## src/rtl/msi_rx_pkg.sv

```systemverilog
// Package: msi_rx_pkg
// Shared register map constants and an offset helper for the MSI receive
// controller. Assumes byte offsets and 32-bit registers.
package msi_rx_pkg;
    localparam int unsigned BANK_W      = 32;
    localparam int unsigned BIT_IDX_W   = 5;
    localparam int unsigned TGT_LO_OFS  = 'h820;
    localparam int unsigned TGT_HI_OFS  = 'h824;
    localparam int unsigned BANK0_OFS   = 'h828;
    localparam int unsigned BANK_STRIDE = 12;
    localparam int unsigned SLOT_ENA    = 0;
    localparam int unsigned SLOT_MSK    = 4;
    localparam int unsigned SLOT_STS    = 8;

    // Byte offset of one register slot of one bank.
    function automatic int unsigned bank_reg_ofs(input int unsigned b, input int unsigned slot);
        return BANK0_OFS + b * BANK_STRIDE + slot;
    endfunction
endpackage

```

## src/rtl/msi_target_regs.sv

```systemverilog
// Module: msi_target_regs
// Holds the 64-bit message target address as two 32-bit words and flags
// inbound writes whose address matches it. Assumes the write strobes are
// already decoded to a single word each.
module msi_target_regs (
    input  logic        clk,
    input  logic        rst_n,
    input  logic        wr_lo_i,
    input  logic        wr_hi_i,
    input  logic [31:0] wdata_i,
    input  logic [63:0] msi_addr_i,
    output logic [31:0] tgt_lo_o,
    output logic [31:0] tgt_hi_o,
    output logic        hit_o
);
    logic [31:0] lo_q;
    logic [31:0] hi_q;

    // Load the target words from register writes.
    always_ff @(posedge clk) begin
        if (!rst_n) begin
            lo_q <= '0;
            hi_q <= '0;
        end else begin
            if (wr_lo_i) lo_q <= wdata_i;
            if (wr_hi_i) hi_q <= wdata_i;
        end
    end

    // Full 64-bit address compare against the stored target.
    always_comb hit_o = (msi_addr_i == {hi_q, lo_q});

    assign tgt_lo_o = lo_q;
    assign tgt_hi_o = hi_q;
endmodule

```

## src/rtl/msi_vec_bank.sv

```systemverilog
// Module: msi_vec_bank
// One bank of 32 vectors: enable, mask and write-one-to-clear status words.
// A message set for this bank is applied after the clear, so a new message
// wins over a same-edge clear. Assumes set_vld_i is only high for this bank.
module msi_vec_bank (
    input  logic        clk,
    input  logic        rst_n,
    input  logic        ena_wr_i,
    input  logic        msk_wr_i,
    input  logic        sts_wr_i,
    input  logic [31:0] wdata_i,
    input  logic        set_vld_i,
    input  logic [4:0]  set_bit_i,
    output logic [31:0] ena_o,
    output logic [31:0] msk_o,
    output logic [31:0] sts_o,
    output logic        pend_o
);
    logic [31:0] ena_q;
    logic [31:0] msk_q;
    logic [31:0] sts_q;
    logic [31:0] set_vec;
    logic [31:0] clr_vec;

    // Decode the incoming vector into a one-hot set mask gated by enable.
    always_comb begin
        set_vec = '0;
        if (set_vld_i) set_vec = (32'd1 << set_bit_i) & ena_q;
        clr_vec = sts_wr_i ? wdata_i : 32'd0;
    end

    // Update enable, mask and status words.
    always_ff @(posedge clk) begin
        if (!rst_n) begin
            ena_q <= '0;
            msk_q <= '0;
            sts_q <= '0;
        end else begin
            if (ena_wr_i) ena_q <= wdata_i;
            if (msk_wr_i) msk_q <= wdata_i;
            sts_q <= (sts_q & ~clr_vec) | set_vec;
        end
    end

    // Unmasked pending indication for this bank.
    always_comb pend_o = |(sts_q & ~msk_q);

    assign ena_o = ena_q;
    assign msk_o = msk_q;
    assign sts_o = sts_q;


    set_needs_enable_chk: assert property (@(posedge clk) disable iff (!rst_n)
        (sts_q & ~$past(sts_q) & ~$past(ena_q)) == 32'd0);


    clear_only_by_write_chk: assert property (@(posedge clk) disable iff (!rst_n)
        ((~sts_q & $past(sts_q)) != 32'd0) |-> $past(sts_wr_i));


    no_sw_set_chk: assert property (@(posedge clk) disable iff (!rst_n)
        !$past(set_vld_i) |-> ((sts_q & ~$past(sts_q)) == 32'd0));
endmodule

```

## src/rtl/msi_rx_ctrl.sv

```systemverilog
// Module: msi_rx_ctrl
// Top of the MSI receive controller. Decodes register offsets, matches
// inbound message writes against the target, routes the vector to its
// bank and combines the unmasked pending bits into irq_o.
// Assumes one inbound write and one register access per cycle at most.
module msi_rx_ctrl #(
    parameter int NUM_BANKS = 2,
    parameter int REG_AW    = 12
) (
    input  logic              clk,
    input  logic              rst_n,
    input  logic              msi_valid_i,
    input  logic [63:0]       msi_addr_i,
    input  logic [31:0]       msi_data_i,
    input  logic              reg_wr_i,
    input  logic [REG_AW-1:0] reg_addr_i,
    input  logic [31:0]       reg_wdata_i,
    output logic [31:0]       reg_rdata_o,
    output logic              irq_o
);
    import msi_rx_pkg::*;

    localparam int NUM_VEC = NUM_BANKS * BANK_W;
    localparam int SEL_W   = 32 - BIT_IDX_W;

    logic        lo_sel, hi_sel, hit, vec_ok, take;
    logic [31:0] tgt_lo, tgt_hi;
    logic [NUM_BANKS-1:0] pend;
    logic [31:0] bank_rd [NUM_BANKS];
    logic [NUM_VEC-1:0] sts_all;

    // Target word selects.
    always_comb begin
        lo_sel = (reg_addr_i == REG_AW'(TGT_LO_OFS));
        hi_sel = (reg_addr_i == REG_AW'(TGT_HI_OFS));
    end

    msi_target_regs u_tgt (
        .clk        (clk),
        .rst_n      (rst_n),
        .wr_lo_i    (reg_wr_i && lo_sel),
        .wr_hi_i    (reg_wr_i && hi_sel),
        .wdata_i    (reg_wdata_i),
        .msi_addr_i (msi_addr_i),
        .tgt_lo_o   (tgt_lo),
        .tgt_hi_o   (tgt_hi),
        .hit_o      (hit)
    );

    // Accept a message only when it hits the target and names a real vector.
    always_comb begin
        vec_ok = (msi_data_i < 32'(NUM_VEC));
        take   = msi_valid_i && hit && vec_ok;
    end

    for (genvar b = 0; b < NUM_BANKS; b++) begin : g_bank
        logic        ena_sel, msk_sel, sts_sel, set_here;
        logic [31:0] ena_w, msk_w, sts_w;

        // Per-bank offset decode and vector routing.
        always_comb begin
            ena_sel  = (reg_addr_i == REG_AW'(bank_reg_ofs(b, SLOT_ENA)));
            msk_sel  = (reg_addr_i == REG_AW'(bank_reg_ofs(b, SLOT_MSK)));
            sts_sel  = (reg_addr_i == REG_AW'(bank_reg_ofs(b, SLOT_STS)));
            set_here = take && (msi_data_i[31:BIT_IDX_W] == SEL_W'(b));
        end

        msi_vec_bank u_bank (
            .clk       (clk),
            .rst_n     (rst_n),
            .ena_wr_i  (reg_wr_i && ena_sel),
            .msk_wr_i  (reg_wr_i && msk_sel),
            .sts_wr_i  (reg_wr_i && sts_sel),
            .wdata_i   (reg_wdata_i),
            .set_vld_i (set_here),
            .set_bit_i (msi_data_i[BIT_IDX_W-1:0]),
            .ena_o     (ena_w),
            .msk_o     (msk_w),
            .sts_o     (sts_w),
            .pend_o    (pend[b])
        );

        // Per-bank read data contribution, zero when not addressed.
        always_comb begin
            bank_rd[b] = ({32{ena_sel}} & ena_w) | ({32{msk_sel}} & msk_w) |
                         ({32{sts_sel}} & sts_w);
        end

        assign sts_all[b*BANK_W +: BANK_W] = sts_w;
    end

    // Read data merge across target words and banks.
    always_comb begin
        reg_rdata_o = ({32{lo_sel}} & tgt_lo) | ({32{hi_sel}} & tgt_hi);
        for (int b = 0; b < NUM_BANKS; b++) reg_rdata_o = reg_rdata_o | bank_rd[b];
    end

    // Combined interrupt.
    always_comb irq_o = |pend;


    miss_no_effect_chk: assert property (@(posedge clk) disable iff (!rst_n)
        (msi_valid_i && !hit && !reg_wr_i) |=> $stable(sts_all));


    range_ignore_chk: assert property (@(posedge clk) disable iff (!rst_n)
        (msi_valid_i && !vec_ok && !reg_wr_i) |=> $stable(sts_all));


    irq_cause_chk: assert property (@(posedge clk) disable iff (!rst_n)
        $rose(irq_o) |-> ($past(take) || $past(reg_wr_i)));
endmodule

```

## config.mk

```make
export PLATFORM = sky130hd
export DESIGN_NAME = msi_rx_ctrl
export DESIGN_NICKNAME = d
export VERILOG_FILES = /design/src/rtl/msi_rx_pkg.sv /design/src/rtl/msi_target_regs.sv /design/src/rtl/msi_vec_bank.sv /design/src/rtl/msi_rx_ctrl.sv
export SDC_FILE = /design/constraint.sdc
export NUM_CORES = 1
export LEC_CHECK = 0
export ABC_AREA = 1
export BUFFER_PORTS_ARGS = -buffer_cell sky130_fd_sc_hd__buf_4
export CAP_MARGIN = 40
export CORE_AREA = 2 2 195 292
export DETAILED_ROUTE_END_ITERATION = 7
export DIE_AREA = 0 0 197 294
export PLACE_DENSITY_LB_ADDON = 0.08
export REMOVE_ABC_BUFFERS = 1
export SLEW_MARGIN = 20
export SYNTH_ARGS = -nofsm -noshare
export SYNTH_HDL_FRONTEND = slang
export SYNTH_HIERARCHICAL = 1
export SYNTH_SLANG_ARGS = --single-unit
export TNS_END_PERCENT = 20
```

## constraint.sdc

```tcl
create_clock -name clk -period 4.7 [get_ports clk]
set_input_delay 0.235 -clock clk [delete_from_list [all_inputs] [get_ports clk]]
set_output_delay 0.235 -clock clk [all_outputs]
set_load 0.01 [all_outputs]
```

==> summary.md, run 1 <==
| Metric | Value |
|---|---|
| Top cells by area, synth | dfxtp_1 (37%), nand3_1 (11%), nand2_1 (11%) |
| Min-delay src | msi_data_i[2] |
| H-tree depth | 1 |
| Top sig layer | met4 |
| Final hold vios | 0 |
| DP HPWL | 42600 um |
| Final wirelength | 63500 um |
| Most frequent cells in the layout | nand2_1 (392), nor2_1 (354), nand3_1 (301) |
| TritonCTS clock tree | built |
| Met1 wire length | 27400 um |
| Max cap viols | 0 |
| Largest net degree at the start of global routing | 64 |
| Post-CTS Setup Inserts | 0 |
| DR vias | 14500 |
| Pre-CTS setup slack | 0.997 ns |
| Worst vdd ir | 0.257 mV |
| Hold WC Path Type | in -> reg |
| Gr usage total | 21.5% |
| Worst setup margin | 0.820 ns |
| Final setup viols | 0 |
| Met3 Routed Length | 3110 um |
| FF-to-FF setup slack | 0.82 ns |
| Crit path DAT | 4.40 ns |
| Setup_tns | 0 ns |
| Cell Area, Synth | 13700 um^2 |
| Reg2reg end | g_bank[1].u_bank/sts_o[9]$_SDFF_PN0_ |
| Vias in the first global route | 14200 |
| Syn Area/Cell | 6.46 um^2 |
| R2R cell count | 18 |
| Initial DRC Count | 1032 |
| CP max FO | 13 |
| Worst setup EP type | flip-flop |
| Crit Reg-Reg Startpoint | u_tgt/tgt_hi_o[26]$_SDFFE_PN0P_ |
| Final Cell Area | 16900 um^2 |
| Placed inst area | 15500 um^2 |
| Final Max Slew Viols | 0 |
| Number of synthesized register bits | 256 |
| Via density | 4.84 |
| Slew @ Worst Pin | 0.857 ns |
| Crit path from | u_tgt/tgt_hi_o[26]$_SDFFE_PN0P_ |
| Post-synth cell types | 24 |
| Share of cells above drive strength 1 | 13.1% |
| Clock latency on the worst-skew pair | 0.59 ns |
| P per Cell Area | 307 nW/um^2 |
| Status | finished clean |
| Total power draw | 5.19 mW |
| Initial Util | 24.8% |
| Rows | 106 |
| Max stage delay on crit path | 0.55 ns |
| # fillers | 6135 |
| Fin crit period | 3.88 ns |
| Final Skew | 0.0311 ns |
| Worst Hold Depth | 4 |
| Wire per inst | 21.2 um |
| Initial antenna violation count | 0 |
| Hold buffer count at cts | 32 |
| CP Cell Sequence | xnor2_1, nand2_1, nor2_1, nand2_1, nor2_1, nand2_1, nor2_1, nand4_1, nor2_1, nand3_1, nor2_1, inv_1, nor2_2, buf_4, inv_1, nor2_1, nand2_1, a21oi_1 |
| Antenna viol nets, final | 0 |
| Core ar. | 55400 um^2 |
| Area fraction of the dominant cell type after synthesis | 37.3% |
| Final Net Count | 2409 |
| Commonest non-fill, non-tap cell in the layout | nand2_1 |
| Fmax | 258 MHz |
| Lkg Pwr | 7.26 nW |
| Worst Setup Start Kind | flip-flop |
| Post-CTS Resized | 0 |
| Overflow after GRT | 0 |
| Clk pin slew, worst setup/hold paths | 0.06 ns |
| DIE HEIGHT | 294 um |
| Ys Warns | 6 |
| Die area | 57900 um^2 |
| Number of clock sinks | 256 |
| Most used cell, CP | nor2_1 |
| WP data required | 5.22 ns |
| Final worst path period share | 82.6% |
| Synth area leader | dfxtp_1 |
| PortBufs | 176 |
| Die Wd | 197 um |
| Routed wl met2 | 31000 um |
| CTS root buf | clkbuf_16 |
| Critical path class | reg -> reg |
| TritonCTS Buffers | 30 |
| Area Overhead vs Synth | 23.4% |
| CP max stage cell | nor2_1 |
| RSZ-0062 raised after global routing | false |
| First-pass GRT wire length | 92600 um |
| Antenna Cells | 0 |
| I/O Pins | 177 |
| Max Root-Sink Buffers | 3 |
| Area of the multi-input gates | 7230 um^2 |
| Seq/Total Area, Yosys | 37.3% |
| Syn Inst Count | 2126 |
| GPL Wtd Cong | 0.809 |
| Max transition margin | 42.9% |
| DRT Pass-1 Iters | 5 |
| Final Util | 30.5% |
| Register Area | 5120 um^2 |
| DRC viols | 0 |
| Worst hold endpoint | g_bank[1].u_bank/sts_o[27]$_SDFF_PN0_ |
==> power breakdown <==
group | internal [mW] | switching [mW] | total (mW)
registers | 2.17 | 0.000252 | 2.17
clock network | 1.63 | 1.04 | 2.67
logic | 0.139 | 0.213 | 0.353
==> per-stage QoR <==
stage                     cells  hold slack [ns]
final                      2991            0.150
after global routing       2991            0.170
after CTS                  2991            0.120
after detailed placement   2903            0.463
after global placement     2899            0.455
after floorplan            1993            0.370
==> critical path, delay by kind of cell, from the launching register on <==
family / cells / cell delay [ns]
buf+inv: 3 / 0.57
compound gates: 1 / 0.12
xor+xnor: 1 / 0.37
flops: 1 / 0.33
simple gates: 13 / 2.41
==> flip-flops by register name, summed over array words and instances (netlist names) <==
name,cells
g_bank.u_bank/sts_o,64
g_bank.u_bank/ena_o,64
u_tgt/tgt_lo_o,32
g_bank.u_bank/msk_o,64
u_tgt/tgt_hi_o,32
==> per-layer routing <==
| layer | track usage [%] | vias to the layer above |
|---|---|---|
| li1 | - | 7172 |
| met1 | 27.6 | 6834 |
| met2 | 37.6 | 391 |
| met3 | 2.23 | 86 |
| met4 | 7.01 | 0 |
| met5 | 0 | - |
==> how the worst max path moves through the flow <==
stage                                                    to  cells after the start
global placement       g_bank[1].u_bank/sts_o[2]$_SDFF_PN0_                     19
finish                 g_bank[1].u_bank/sts_o[9]$_SDFF_PN0_                     18
CTS                   g_bank[1].u_bank/sts_o[10]$_SDFF_PN0_                     18
floorplan           g_bank[0].u_bank/ena_o[11]$_SDFFE_PN0P_                      9
global route          g_bank[1].u_bank/sts_o[10]$_SDFF_PN0_                     18
detailed placement     g_bank[1].u_bank/sts_o[2]$_SDFF_PN0_                     19
==> synthesized netlist by cell type (all sizes together) <==
| cell type | instances |
|---|---|
| nand2 | 398 |
| nand4 | 9 |
| nor3 | 5 |
| inv | 176 |
| a21oi | 168 |
| a21boi | 16 |
| nor4 | 1 |
| o21ai | 238 |
| nand3 | 301 |
| xnor2 | 54 |
| dfxtp | 256 |
| nor2 | 369 |
| or2 | 2 |
| buf | 90 |
| clkbuf | 43 |
==> logic make-up after synthesis <==
logic type | count (synthesis) | share of synthesized area (%)
AO/OA/AOI/OAI | 422 | 15.7
XOR/XNOR | 54 | 3.45
buffers and inverters | 309 | 10.4
AND/OR/NAND/NOR | 1085 | 33.1
flip-flops | 256 | 37.3
==> cell type report <==
type,count,area share [%]
Multi-Input combinational cell,1561,42.7
Sequential cell,256,30.3
Timing Repair Buffer,240,11.4
Clock buffer,44,5.46
Tap cell,702,5.19
Inverter,176,3.90
Clock inverter,12,1.12
No activity file was read; power rests on OpenSTA's default activity.
==> inputs of run 2 (changes only) <==
==> constraint.sdc (replaced) <==
create_clock -name clk -period 3.5 [get_ports clk]
set_input_delay 0.175 -clock clk [delete_from_list [all_inputs] [get_ports clk]]
set_output_delay 0.175 -clock clk [all_outputs]
set_load 0.01 [all_outputs]
==> summary.md, run 2 (synthesized netlist as in run 1, its figures left out) <==
| Metric | Value |
|---|---|
| Worst setup EP type | flip-flop |
| Rows | 106 |
| Max transition margin | 44.5% |
| CP max FO | 11 |
| R2R cell count | 18 |
| Antenna Cells | 0 |
| Max Root-Sink Buffers | 3 |
| Final Skew | 0.0112 ns |
| Final Max Slew Viols | 0 |
| Final worst path period share | 91.9% |
| WP data required | 4.00 ns |
| Fin crit period | 3.22 ns |
| Number of clock sinks | 256 |
| Status | finished clean |
| DRT Pass-1 Iters | 5 |
| Most frequent cells in the layout | nand2_1 (392), nor2_1 (354), nand3_1 (301) |
| TritonCTS Buffers | 29 |
| Worst setup margin | 0.285 ns |
| DIE HEIGHT | 294 um |
| CP max stage cell | nor2_1 |
| CP Cell Sequence | xnor2_1, nand2_1, nor2_1, nand2_1, nor2_1, nand2_1, nor2_1, nand4_1, nor2_1, nand3_1, nor2_1, inv_1, nor2_2, buf_4, nand2_1, nor2_1, nor2_1, nor2_1 |
| Slew @ Worst Pin | 0.831 ns |
| Area Overhead vs Synth | 23.2% |
| DR vias | 14400 |
| Final Cell Area | 16900 um^2 |
| DP HPWL | 43000 um |
| Final Util | 30.5% |
| Final setup viols | 0 |
| RSZ-0062 raised after global routing | false |
| GPL Wtd Cong | 0.814 |
| Placed inst area | 15700 um^2 |
| Initial DRC Count | 998 |
| P per Cell Area | 384 nW/um^2 |
| TritonCTS clock tree | built |
| Die Wd | 197 um |
| Worst vdd ir | 0.349 mV |
| Hold_ws | 0.0284 ns |
| Crit Reg-Reg Startpoint | u_tgt/tgt_lo_o[22]$_SDFFE_PN0P_ |
| Reg2reg end | g_bank[0].u_bank/sts_o[4]$_SDFF_PN0_ |
| Core ar. | 55400 um^2 |
| Min-delay src | msi_data_i[4] |
| PortBufs | 176 |
| Initial antenna violation count | 0 |
| Antenna viol nets, final | 0 |
| Overflow after GRT | 0 |
| Gr usage total | 21.6% |
| Max stage delay on crit path | 0.52 ns |
| I/O Pins | 177 |
| Fmax | 311 MHz |
| Critical path class | reg -> reg |
| Max cap viols | 0 |
| DRC viols | 0 |
| Share of cells above drive strength 1 | 12.9% |
| Clock latency on the worst-skew pair | 0.57 ns |
| Commonest non-fill, non-tap cell in the layout | nand2_1 |
| Vias in the first global route | 14200 |
| Total power draw | 6.49 mW |
| Worst hold endpoint | g_bank[1].u_bank/sts_o[3]$_SDFF_PN0_ |
| Post-CTS Resized | 0 |
| Final hold vios | 0 |
| Largest net degree at the start of global routing | 153 |
| Clk pin slew, worst setup/hold paths | 0.06 ns |
| Initial Util | 24.8% |
| Crit path DAT | 3.72 ns |
| Lkg Pwr | 7.25 nW |
| Worst Setup Start Kind | flip-flop |
| Via density | 4.79 |
| Die area | 57900 um^2 |
| Final Net Count | 2417 |
| Most used cell, CP | nor2_1 |
| Hold WC Path Type | in -> reg |
| First-pass GRT wire length | 93400 um |
| CTS root buf | clkbuf_16 |
| H-tree depth | 1 |
| Final wirelength | 63300 um |
| Pre-CTS setup slack | 0.266 ns |
| FF-to-FF setup slack | 0.28 ns |
| Wire per inst | 21.1 um |
| Worst Hold Depth | 4 |
## run 2: per-layer routing
| metal | vias up | routed length [um] | global-route usage [%] |
|---|---|---|---|
| met5 | - | 0 | 0 |
| met4 | 0 | 1730 | 6.58 |
| met3 | 69 | 2400 | 2.36 |
| met2 | 361 | 31800 | 38.6 |
| met1 | 6758 | 27400 | 27.1 |
| li1 | 7175 | - | - |
## run 2: power by group
part | switching [mW] | total [mW] | internal [mW]
clock | 1.34 | 3.11 | 1.77
sequential | 0.000344 | 2.91 | 2.91
combinational | 0.280 | 0.468 | 0.188
## run 2: worst max-delay path by stage
stage	startpoint	cells after the start	endpoint	slack, ns
5_1_grt	u_tgt/tgt_lo_o[4]$_SDFFE_PN0P_	18	g_bank[0].u_bank/sts_o[4]$_SDFF_PN0_	0.007
2_1_floorplan	reg_addr_i[11]	9	g_bank[0].u_bank/ena_o[11]$_SDFFE_PN0P_	-1.29
4_1_cts	u_tgt/tgt_lo_o[4]$_SDFFE_PN0P_	18	g_bank[0].u_bank/sts_o[4]$_SDFF_PN0_	0.24
6_report	u_tgt/tgt_lo_o[22]$_SDFFE_PN0P_	18	g_bank[0].u_bank/sts_o[4]$_SDFF_PN0_	0.28
3_5_place_dp	u_tgt/tgt_lo_o[4]$_SDFFE_PN0P_	18	g_bank[0].u_bank/sts_o[4]$_SDFF_PN0_	0.27
3_3_place_gp	u_tgt/tgt_lo_o[15]$_SDFFE_PN0P_	18	g_bank[0].u_bank/sts_o[0]$_SDFF_PN0_	0.27
## run 2: area by class of cell
cell class	count	area, um^2
fillers	6150	38500
multi-input cells	1561	7230
flip-flops and latches	256	5120
repair buffers	249	2090
well taps	702	878
clock buffers	48	877
inverters	176	661
clock inverters	4	48.8
## run 2: repair_timing
item,CTS,global route
buffers inserted,0,0
hold buffers,32,0
hold endpoints to repair,204,0
## run 2: critical path, delay by kind of cell, from the launching register on
kind	cells	cell delay, ns
xor gates and xnor gates	1	0.17
buffers and inverters	2	0.39
DFF	1	0.33
and+or+nand+nor	15	2.24
## run 2: through the flow
stage / setup TNS (ns) / instances
final: 0 / 2996
after global routing: 0 / 2996
after CTS: 0 / 2996
after detailed placement: 0 / 2912
after global placement: 0 / 2908
after floorplan: -122.90 / 1993
==> inputs of run 3 (changes only) <==
==> constraint.sdc (replaced) <==
create_clock -name clk -period 4 [get_ports clk]
set_input_delay 0.2 -clock clk [delete_from_list [all_inputs] [get_ports clk]]
set_output_delay 0.2 -clock clk [all_outputs]
set_load 0.05 [all_outputs]
==> summary.md, run 3 (synthesized netlist as in run 1, its figures left out) <==
| Metric | Value |
|---|---|
| Status | finished clean |
| Final Net Count | 2418 |
| PortBufs | 176 |
| Lkg Pwr | 7.26 nW |
| Final setup viols | 0 |
| Gr usage total | 21.7% |
| Core ar. | 55400 um^2 |
| RSZ-0062 raised after global routing | false |
| Comb pwr share | 7.2% |
| Via density | 4.82 |
| Worst setup EP type | flip-flop |
| Placed inst area | 15600 um^2 |
| Rows | 106 |
| Critical path class | reg -> reg |
| Most frequent cells in the layout | nand2_1 (392), nor2_1 (354), nand3_1 (301) |
| DIE HEIGHT | 294 um |
| Seq pwr share | 44.3% |
| WP data required | 4.53 ns |
| Max Root-Sink Buffers | 3 |
| Number of clock sinks | 256 |
| Die area | 57900 um^2 |
| CTS root buf | clkbuf_16 |
| Vias in the first global route | 14100 |
| CP Cell Sequence | xnor2_1, nand2_1, nor2_1, nand2_1, nor2_1, nand2_1, nor2_1, nand4_1, nor2_1, nand3_1, nor2_1, inv_1, nor2_2, buf_4, nand2_1, nor2_1, nor2_1, nor2_1 |
| I/O Pins | 177 |
| Largest net degree at the start of global routing | 119 |
| Worst vdd ir | 0.309 mV |
| First-pass GRT wire length | 93100 um |
| DRC viols | 0 |
| Final worst path period share | 94.6% |
| Worst Setup Start Kind | flip-flop |
| TritonCTS Buffers | 30 |
| GPL Wtd Cong | 0.807 |
| Final Cell Area | 16900 um^2 |
| Antenna Cells | 0 |
| H-tree depth | 1 |
| DP HPWL | 43900 um |
| Clock latency on the worst-skew pair | 0.59 ns |
| Inst Count DP | 2910 |
| Die Wd | 197 um |
| Switch Pwr | 1.47 mW |
| Max cap viols | 0 |
| Total power draw | 5.75 mW |
| Max transition margin | 44.7% |
| Final non-filler cell total | 3000 |
| Switching share of power | 25.5% |
| CP max stage cell | nor2_1 |
| Wire per inst | 21.3 um |
| Initial Util | 24.8% |
| TritonCTS clock tree | built |
| Antenna viol nets, final | 0 |
| Area Overhead vs Synth | 23.3% |
| Overflow after GRT | 0 |
| CP max FO | 8 |
| Fmax | 264 MHz |
| DR vias | 14500 |
| Crit path DAT | 4.31 ns |
| Initial DRC Count | 1054 |
| Max stage delay on crit path | 0.46 ns |
| Final wirelength | 63900 um |
| Fin crit period | 3.78 ns |
| P per Cell Area | 340 nW/um^2 |
| Post-CTS Resized | 0 |
| Final Skew | 0.0198 ns |
| Slew @ Worst Pin | 0.830 ns |
| Share of cells above drive strength 1 | 13.2% |
| Initial antenna violation count | 0 |
| Clock share of power | 48.4% |
| Internal | 4.28 mW |
| Final Max Slew Viols | 0 |
| Final hold vios | 0 |
| Commonest non-fill, non-tap cell in the layout | nand2_1 |
| Clk pin slew, worst setup/hold paths | 0.06 ns |
| DRT Pass-1 Iters | 5 |
| Most used cell, CP | nor2_1 |
| Hold WC Path Type | in -> reg |
-- run 3: layout make-up --
type,instances,area (um^2)
Clock buffer,48,918
Clock inverter,8,55.1
Fill cell,6125,38500
Inverter,176,661
Multi-Input combinational cell,1561,7230
Sequential cell,256,5120
Tap cell,702,878
Timing Repair Buffer,249,2050
-- run 3: final timing paths --
check,start,depth (start not counted),slack [ns],to
hold / removal,msi_data_i[2],4,0.1,g_bank[1].u_bank/sts_o[11]$_SDFF_PN0_
hold reg to reg,g_bank[0].u_bank/msk_o[24]$_SDFFE_PN0P_,2,0.47,g_bank[0].u_bank/msk_o[24]$_SDFFE_PN0P_
setup reg to reg,u_tgt/tgt_hi_o[26]$_SDFFE_PN0P_,18,0.22,g_bank[0].u_bank/sts_o[4]$_SDFF_PN0_
setup / recovery,u_tgt/tgt_hi_o[26]$_SDFFE_PN0P_,18,0.22,g_bank[0].u_bank/sts_o[4]$_SDFF_PN0_
-- run 3: repair_timing --
action	4_1_cts	5_1_grt
hold buffers	33	0
setup buffers	0	0
endpoints found under the hold margin	200	0
setup endpoints to repair	0	0
-- run 3: routing by layer --
| layer | wire (um) | up-vias | track usage [%] | share of wire [%] |
|---|---|---|---|---|
| met5 | 0 | - | 0 | 0 |
| met3 | 2720 | 75 | 1.87 | 4.3 |
| met4 | 1580 | 0 | 6.18 | 2.5 |
| met1 | 27300 | 6802 | 27.3 | 43 |
| met2 | 32300 | 405 | 39.2 | 51 |
| li1 | - | 7188 | - | - |
-- run 3: through the flow --
| step | utilization, % | worst slack, ns | hold WS, ns | setup TNS (ns) |
|---|---|---|---|---|
| floorplan | - | -0.810 | 0.335 | -45.51 |
| global placement | 27.9 | 0.174 | 0.457 | 0 |
| detailed placement | 28.1 | 0.168 | 0.463 | 0 |
| CTS | 30.5 | 0.159 | 0.0620 | 0 |
| global route | 30.5 | 0.229 | 0.105 | 0 |
| finish | 30.5 | 0.216 | 0.0964 | 0 |
-- run 3: worst max-delay path, delay by kind of cell, from the launching register on --
| kind | cells | cell delay [ns] |
|---|---|---|
| buffers and inverters | 2 | 0.38 |
| xor gates and xnor gates | 1 | 0.31 |
| DFF | 1 | 0.33 |
| and+or+nand+nor | 15 | 2.69 |
-- run 3: power by group through the flow --
| stage | clock network (mW) | registers, mW | logic [mW] |
|---|---|---|---|
| after floorplan | 0 | 2.61 | 0.113 |
| after global placement | 0 | 2.61 | 0.388 |
| after detailed placement | 0 | 2.61 | 0.394 |
| after CTS | 2.86 | 2.55 | 0.421 |
| after global routing | 2.94 | 2.55 | 0.448 |
| final | 2.78 | 2.55 | 0.416 |
